### src/rtl/lock_pkg.sv
package lock_pkg;
  localparam logic [31:0] KEY_FIRST  = 32'h68EF_3490;
  localparam logic [31:0] KEY_SECOND = 32'hD172_BC5A;

  typedef struct packed {
    logic hit;     // inside a locked partition window
    logic is_k0;   // first key register
    logic is_k1;   // second key register
    logic ro;      // read-only offset
    logic exempt;  // lock-free window
  } dec_t;
endpackage

### src/rtl/lock_addr_decode.sv
module lock_addr_decode
  import lock_pkg::*;
#(
  parameter int ADDR_W = 17,
  parameter int OFS_W = 14,
  parameter int NPART = 8,
  parameter logic [NPART-1:0] PRESENT = 8'hAF,
  parameter int WIN_BYTES = 8192,
  parameter int KICK0_OFS = 'h1008,
  parameter int KICK1_OFS = 'h100C,
  parameter int RO_LO = 'h1800,
  parameter int EXEMPT_LO = 'h04800,
  parameter int EXEMPT_HI = 'h048FF,
  localparam int PART_W = ADDR_W - OFS_W
) (
  input  logic [ADDR_W-1:0] addr,
  output logic [PART_W-1:0] part_o,
  output dec_t              info_o
);
  logic [OFS_W-1:0] ofs;
  logic             in_win;
  logic             here;
  logic             kick_any;

  always_comb begin
    part_o   = addr[ADDR_W-1:OFS_W];
    ofs      = addr[OFS_W-1:0];
    in_win   = (32'(ofs) < WIN_BYTES);
    here     = in_win && PRESENT[part_o];
    info_o.hit    = here;
    info_o.is_k0  = here && (32'(ofs) == KICK0_OFS);
    info_o.is_k1  = here && (32'(ofs) == KICK1_OFS);
    kick_any      = info_o.is_k0 || info_o.is_k1;
    info_o.ro     = here && !kick_any && (32'(ofs) >= RO_LO);
    info_o.exempt = (32'(addr) >= EXEMPT_LO) && (32'(addr) <= EXEMPT_HI);
  end
endmodule

### src/rtl/lock_key_seq.sv
module lock_key_seq
  import lock_pkg::*;
(
  input  logic        clk,
  input  logic        rst_n,
  input  logic        wr_k0,
  input  logic        wr_k1,
  input  logic [31:0] wdata,
  output logic        open_o
);
  logic armed_q;
  logic open_q;
  logic k0_ok;
  logic k1_ok;

  assign k0_ok  = (wdata[31:1] == KEY_FIRST[31:1]);
  assign k1_ok  = (wdata == KEY_SECOND);
  assign open_o = open_q;

  always_ff @(posedge clk or negedge rst_n) begin
    if (!rst_n) begin
      armed_q <= 1'b0;
      open_q  <= 1'b0;
    end else if (wr_k0) begin
      if (k0_ok) begin
        armed_q <= 1'b1;
      end else begin
        armed_q <= 1'b0;
        open_q  <= 1'b0;
      end
    end else if (wr_k1) begin
      armed_q <= 1'b0;
      open_q  <= k1_ok && armed_q;
    end
  end

  // opening needs the second key in the previous cycle
  a_r3_open_needs_key: assert property (@(posedge clk) disable iff (!rst_n)
    $rose(open_q) |-> $past(wr_k1 && k1_ok));
  // a bad first key closes and disarms
  a_r4_bad_first_locks: assert property (@(posedge clk) disable iff (!rst_n)
    (wr_k0 && !k0_ok) |=> (!open_q && !armed_q));
  // a bad second key closes
  a_r4_bad_second_locks: assert property (@(posedge clk) disable iff (!rst_n)
    (wr_k1 && !k1_ok) |=> !open_q);
  // second key without an armed step keeps it closed
  a_r5_unarmed_stays: assert property (@(posedge clk) disable iff (!rst_n)
    (wr_k1 && !armed_q && !open_q) |=> !open_q);
  // no key activity, no status change
  a_r9_hold_state: assert property (@(posedge clk) disable iff (!rst_n)
    (!wr_k0 && !wr_k1) |=> $stable(open_q));
endmodule

### src/rtl/lock_read_mux.sv
module lock_read_mux
  import lock_pkg::*;
#(
  parameter int NPART = 8,
  localparam int PART_W = $clog2(NPART)
) (
  input  logic              bus_rd,
  input  dec_t              info,
  input  logic [PART_W-1:0] part,
  input  logic [NPART-1:0]  open_vec,
  output logic              rd_hit,
  output logic [31:0]       rd_data
);
  always_comb begin
    rd_hit  = bus_rd && (info.is_k0 || info.is_k1);
    rd_data = '0;
    if (bus_rd && info.is_k0) rd_data[0] = open_vec[part];
  end
endmodule

### src/rtl/regwr_lock_ctrl.sv
module regwr_lock_ctrl
  import lock_pkg::*;
#(
  parameter int ADDR_W = 17,
  parameter int OFS_W = 14,
  parameter logic [(1<<(ADDR_W-OFS_W))-1:0] PRESENT = 8'hAF,
  parameter int WIN_BYTES = 8192,
  parameter int KICK0_OFS = 'h1008,
  parameter int KICK1_OFS = 'h100C,
  parameter int RO_LO = 'h1800,
  parameter int EXEMPT_LO = 'h04800,
  parameter int EXEMPT_HI = 'h048FF,
  localparam int PART_W = ADDR_W - OFS_W,
  localparam int NPART = 1 << PART_W
) (
  input  logic              clk,
  input  logic              rst_n,
  input  logic [ADDR_W-1:0] bus_addr,
  input  logic              bus_wr,
  input  logic [31:0]       bus_wdata,
  input  logic              bus_rd,
  output logic              wr_pass,
  output logic              rd_hit,
  output logic [31:0]       rd_data,
  output logic [NPART-1:0]  part_unlocked
);
  logic [PART_W-1:0] part;
  dec_t              info;

  lock_addr_decode #(
    .ADDR_W(ADDR_W), .OFS_W(OFS_W), .NPART(NPART), .PRESENT(PRESENT),
    .WIN_BYTES(WIN_BYTES), .KICK0_OFS(KICK0_OFS), .KICK1_OFS(KICK1_OFS),
    .RO_LO(RO_LO), .EXEMPT_LO(EXEMPT_LO), .EXEMPT_HI(EXEMPT_HI)
  ) u_dec (
    .addr   (bus_addr),
    .part_o (part),
    .info_o (info)
  );

  for (genvar p = 0; p < NPART; p++) begin : g_part
    if (PRESENT[p]) begin : g_lock
      logic sel;
      assign sel = (part == PART_W'(p));
      lock_key_seq u_seq (
        .clk    (clk),
        .rst_n  (rst_n),
        .wr_k0  (bus_wr && info.is_k0 && sel),
        .wr_k1  (bus_wr && info.is_k1 && sel),
        .wdata  (bus_wdata),
        .open_o (part_unlocked[p])
      );
    end else begin : g_none
      assign part_unlocked[p] = 1'b0;
    end
  end

  always_comb begin
    wr_pass = bus_wr && (info.exempt ||
              (info.hit && !info.is_k0 && !info.is_k1 && !info.ro &&
               part_unlocked[part]));
  end

  lock_read_mux #(.NPART(NPART)) u_rd (
    .bus_rd   (bus_rd),
    .info     (info),
    .part     (part),
    .open_vec (part_unlocked),
    .rd_hit   (rd_hit),
    .rd_data  (rd_data)
  );

  // closed partition drops non-exempt writes
  a_r6_closed_blocks: assert property (@(posedge clk) disable iff (!rst_n)
    (bus_wr && info.hit && !part_unlocked[part] && !info.exempt) |-> !wr_pass);
  // read-only offsets never pass
  a_r7_ro_blocks: assert property (@(posedge clk) disable iff (!rst_n)
    (bus_wr && info.ro && !info.exempt) |-> !wr_pass);
  // exempt window always passes
  a_r8_exempt_pass: assert property (@(posedge clk) disable iff (!rst_n)
    (bus_wr && info.exempt) |-> wr_pass);
  // key writes are consumed here
  a_r11_kick_consumed: assert property (@(posedge clk) disable iff (!rst_n)
    (bus_wr && (info.is_k0 || info.is_k1)) |-> !wr_pass);
  // partitions without a lock never open
  a_r2_absent_closed: assert property (@(posedge clk) disable iff (!rst_n)
    (part_unlocked & ~PRESENT) == '0);
endmodule

### config.mk
export PLATFORM = sky130hd
export DESIGN_NAME = regwr_lock_ctrl
export DESIGN_NICKNAME = d
export VERILOG_FILES = /design/src/rtl/lock_pkg.sv /design/src/rtl/lock_addr_decode.sv /design/src/rtl/lock_key_seq.sv /design/src/rtl/lock_read_mux.sv /design/src/rtl/regwr_lock_ctrl.sv
export SDC_FILE = /design/constraint.sdc
export NUM_CORES = 1
export LEC_CHECK = 0
export ABC_AREA = 1
export BUFFER_PORTS_ARGS = -buffer_cell sky130_fd_sc_hd__clkbuf_2
export CAP_MARGIN = 20
export CORE_MARGIN = 2
export CORE_UTILIZATION = 46
export CTS_BUF_LIST = sky130_fd_sc_hd__clkbuf_8
export CTS_CLUSTER_SIZE = 20
export DETAILED_ROUTE_END_ITERATION = 10
export GPL_ROUTABILITY_DRIVEN = 0
export PLACE_DENSITY = 0.83
export SYNTH_ARGS = -nofsm -noshare
export SYNTH_HDL_FRONTEND = slang
export SYNTH_SLANG_ARGS = --single-unit
### constraint.sdc
create_clock -name clk -period 1.1 [get_ports clk]
set_input_delay 0.055 -clock clk [delete_from_list [all_inputs] [get_ports clk]]
set_output_delay 0.055 -clock clk [all_outputs]
set_load 0.05 [all_outputs]
==> reports/results.ini <==
[setup_path]
crit_type=register to primary output
cpPeakStageDelay_ns=0.35
crit_chain=nand3_1 -> nand4_1 -> nand2_1 -> nand2_2 -> nand3_2 -> a21oi_4 -> buf_8
cp_top_family=simple AND/OR/NAND/NOR gates
path_buf_inv=1
critPathRequiredTime_ns=1.04
cp-end-kind=primary output
startpoint_type=register
cp_max_fo=2
cpMaxStageDelayCell=dfrtp_1
cp_data_arrival_time_ns=1.36

[placed_design]
dp_hpwl_um=3560
portBuffers=61
dp_slack_ns=-0.210

[floorplan]
io_pins=95
die_width_um=64.8
start_util=0.472
rows=22
dieArea_sq_mm=0.00420
dieHeight_um=64.8
coreArea_sq_mm=0.00361

[sta]
finalWorstPathRequiredPeriod_ns=1.41
maxSlewViolCount=0
fin_ws_ns=-0.313
hold_viol=0
fin_crit_sh=1.28
skew_ns=0.000288
setup_viol=8
rsz0062_at_grt=yes
timing.fmax_ghz=0.708

[logic_synthesis]
yosysUniqueCellTypes=22
yosysWarningCount=0
ys_top_cells_by_area=buf_4 (18%), dfrtp_1 (18%), nand2_1 (14%)
ys_seq_area_frac=0.176
synth_area_per_cell_sq_um=5.83
yosysTopAreaCell=buf_4
synth_top_area_frac=0.176
netlist_area_sq_mm=0.00170
synth-seq-cells=12
synth_cells=292

[global_routing]
antenna_found_initial=0
grt_pass1_vias=1826
grt_max_degree=13
grt_remaining_overflow=0
grt_pass1_wl_um=7290
grtUsageTotal=0.215

[pwr]
leakage_uw=0.00137
powerDensity_mw_per_mm2=636
ir_worst_vdd_v=0.000658

[routing]
drt-wirelength-per-cell_um=10.8
drcViolationCount=0
detail-route-antenna-nets=0
drt-total-wl_um=4720
vias_per_cell=4.73
dr.first_iter.drc_count=85
dr.pass1.iters=4
vias=2061

[min_path]
hold_class=primary input to async pin

[final_layout]
post-route-util=0.676
seq_area_sq_um=300
drive_gt1_frac=0.371
diodes=0
fillers=292
multi_input_area_sq_mm=0.00117
area_delta_synth_final_pct=43.3
layout.nets=442

[clock_tree]
max-clock-path-buffers=2
htreeDepth=1
numCtsBuffers=3
cts-root-buf=clkbuf_8
cts_tree=yes
clk_latency_ns=0.24
cts_sinks=12
clkTransAtPathRegs_ns=0.05

[run_status]
status=finished, violations left
violations=setup timing

[run]
cap_violations=0

==> final cells by class <==
class | instances | share of cell area
inverters | 48 | 0.0749
repair buffers | 100 | 0.273
multi-input cells | 224 | 0.482
well taps | 48 | 0.0246
flip-flops and latches | 12 | 0.123
clock buffers | 4 | 0.0226
==> registers in the layout, indices dropped and copies added, names as in the netlist <==
| signal | cells |
|---|---|
| g_part.g_lock.u_seq.armed_q | 6 |
| g_part.g_lock.u_seq.open_o | 6 |
==> through the flow <==
stage	TNS [ns]	std cells	total power, uW	instance area, sq um	hold slack, ns
floorplan	-0.0757	324	922	1860	-0.241
global placement	-1.67	430	1030	2210	-0.0330
detailed placement	-2.56	430	1040	2210	-0.0371
CTS	-0.613	436	1530	2320	0.245
global route	-1.56	436	1640	2440	0.282
finish	-0.845	436	1550	2440	0.254
==> repair_timing <==
action	4_1_cts	5_1_grt
resized for setup	9	33
buffers inserted	1	1
pin swaps	1	13
hold endpoints to repair	12	0
hold buffers	1	0
endpoints found under the setup margin	3	15
==> placed cells by master (no fill, tap or decap), types with 3 or more instances in the layout <==
cell      count
buf_8         3
o21ai_1       3
buf_6         4
clkbuf_8      4
clkbuf_2     54
nor3_1        5
nor2_4        8
buf_4        36
nand4_1      13
inv_1        44
nand2_1      60
dfrtp_1      12
nor2_2        5
nor2_1       46
nand3b_1      3
nand3_2      11
nand2_2       6
inv_2         3
conb_1       33
nand3_1      21
==> report_power, final <==
part | internal (uW) | total, uW | leakage [uW] | switching, uW
combinational | 178 | 627 | 0.00119 | 449
sequential | 442 | 442 | 0.000147 | 0.0171
clock | 317 | 483 | 0.0000288 | 167
total | 936 | 1550 | 0.00137 | 615
==> Yosys cell counts <==
cell,n
a21oi_1,2
a22oi_1,1
buf_4,40
conb_1,1
dfrtp_1,12
inv_1,44
inv_2,3
inv_4,1
nand2_1,64
nand2_2,2
nand3_1,31
nand3_2,3
nand3b_1,3
nand4_1,13
nor2_1,51
nor2_2,3
nor2_4,5
nor3_1,6
nor3_2,1
nor3b_1,2
o21ai_1,3
o21bai_4,1
==> kinds of logic (layout without fill, tap and decap cells) <==
| family | Yosys count | count (layout) | synth area share |
|---|---|---|---|
| DFF | 12 | 12 | 0.176 |
| other | 1 | 33 | 0.00220 |
| AOI/OAI and AO/OA | 7 | 7 | 0.0301 |
| buffers and inverters | 88 | 152 | 0.284 |
| and+or+nand+nor | 184 | 184 | 0.507 |
==> routing by layer <==
layer / routed length [um] / vias to the layer above / track usage
met3: 354 / 12 / 0.0399
met1: 1840 / 928 / 0.263
met4: 113 / 0 / 0.0426
met2: 2410 / 87 / 0.389
met5: 0 / - / 0
li1: - / 1034 / -
==> worst paths after layout <==
kind	from	endpoint	slack, ns	depth (start not counted)
worst max-delay path	g_part[2].g_lock.u_seq.open_o	wr_pass	-0.31	7
worst min-delay path	rst_n	g_part[0].g_lock.u_seq.open_o	0.25	2
worst max register to register	g_part[5].g_lock.u_seq.open_o	g_part[5].g_lock.u_seq.open_o	0.28	5
worst min register to register	g_part[7].g_lock.u_seq.armed_q	g_part[7].g_lock.u_seq.armed_q	0.51	2
max in group asynchronous	rst_n	g_part[5].g_lock.u_seq.open_o	0.61	2
min in group clk	bus_wdata[14]	g_part[1].g_lock.u_seq.open_o	0.30	8
(Power assumes the default switching activity.)
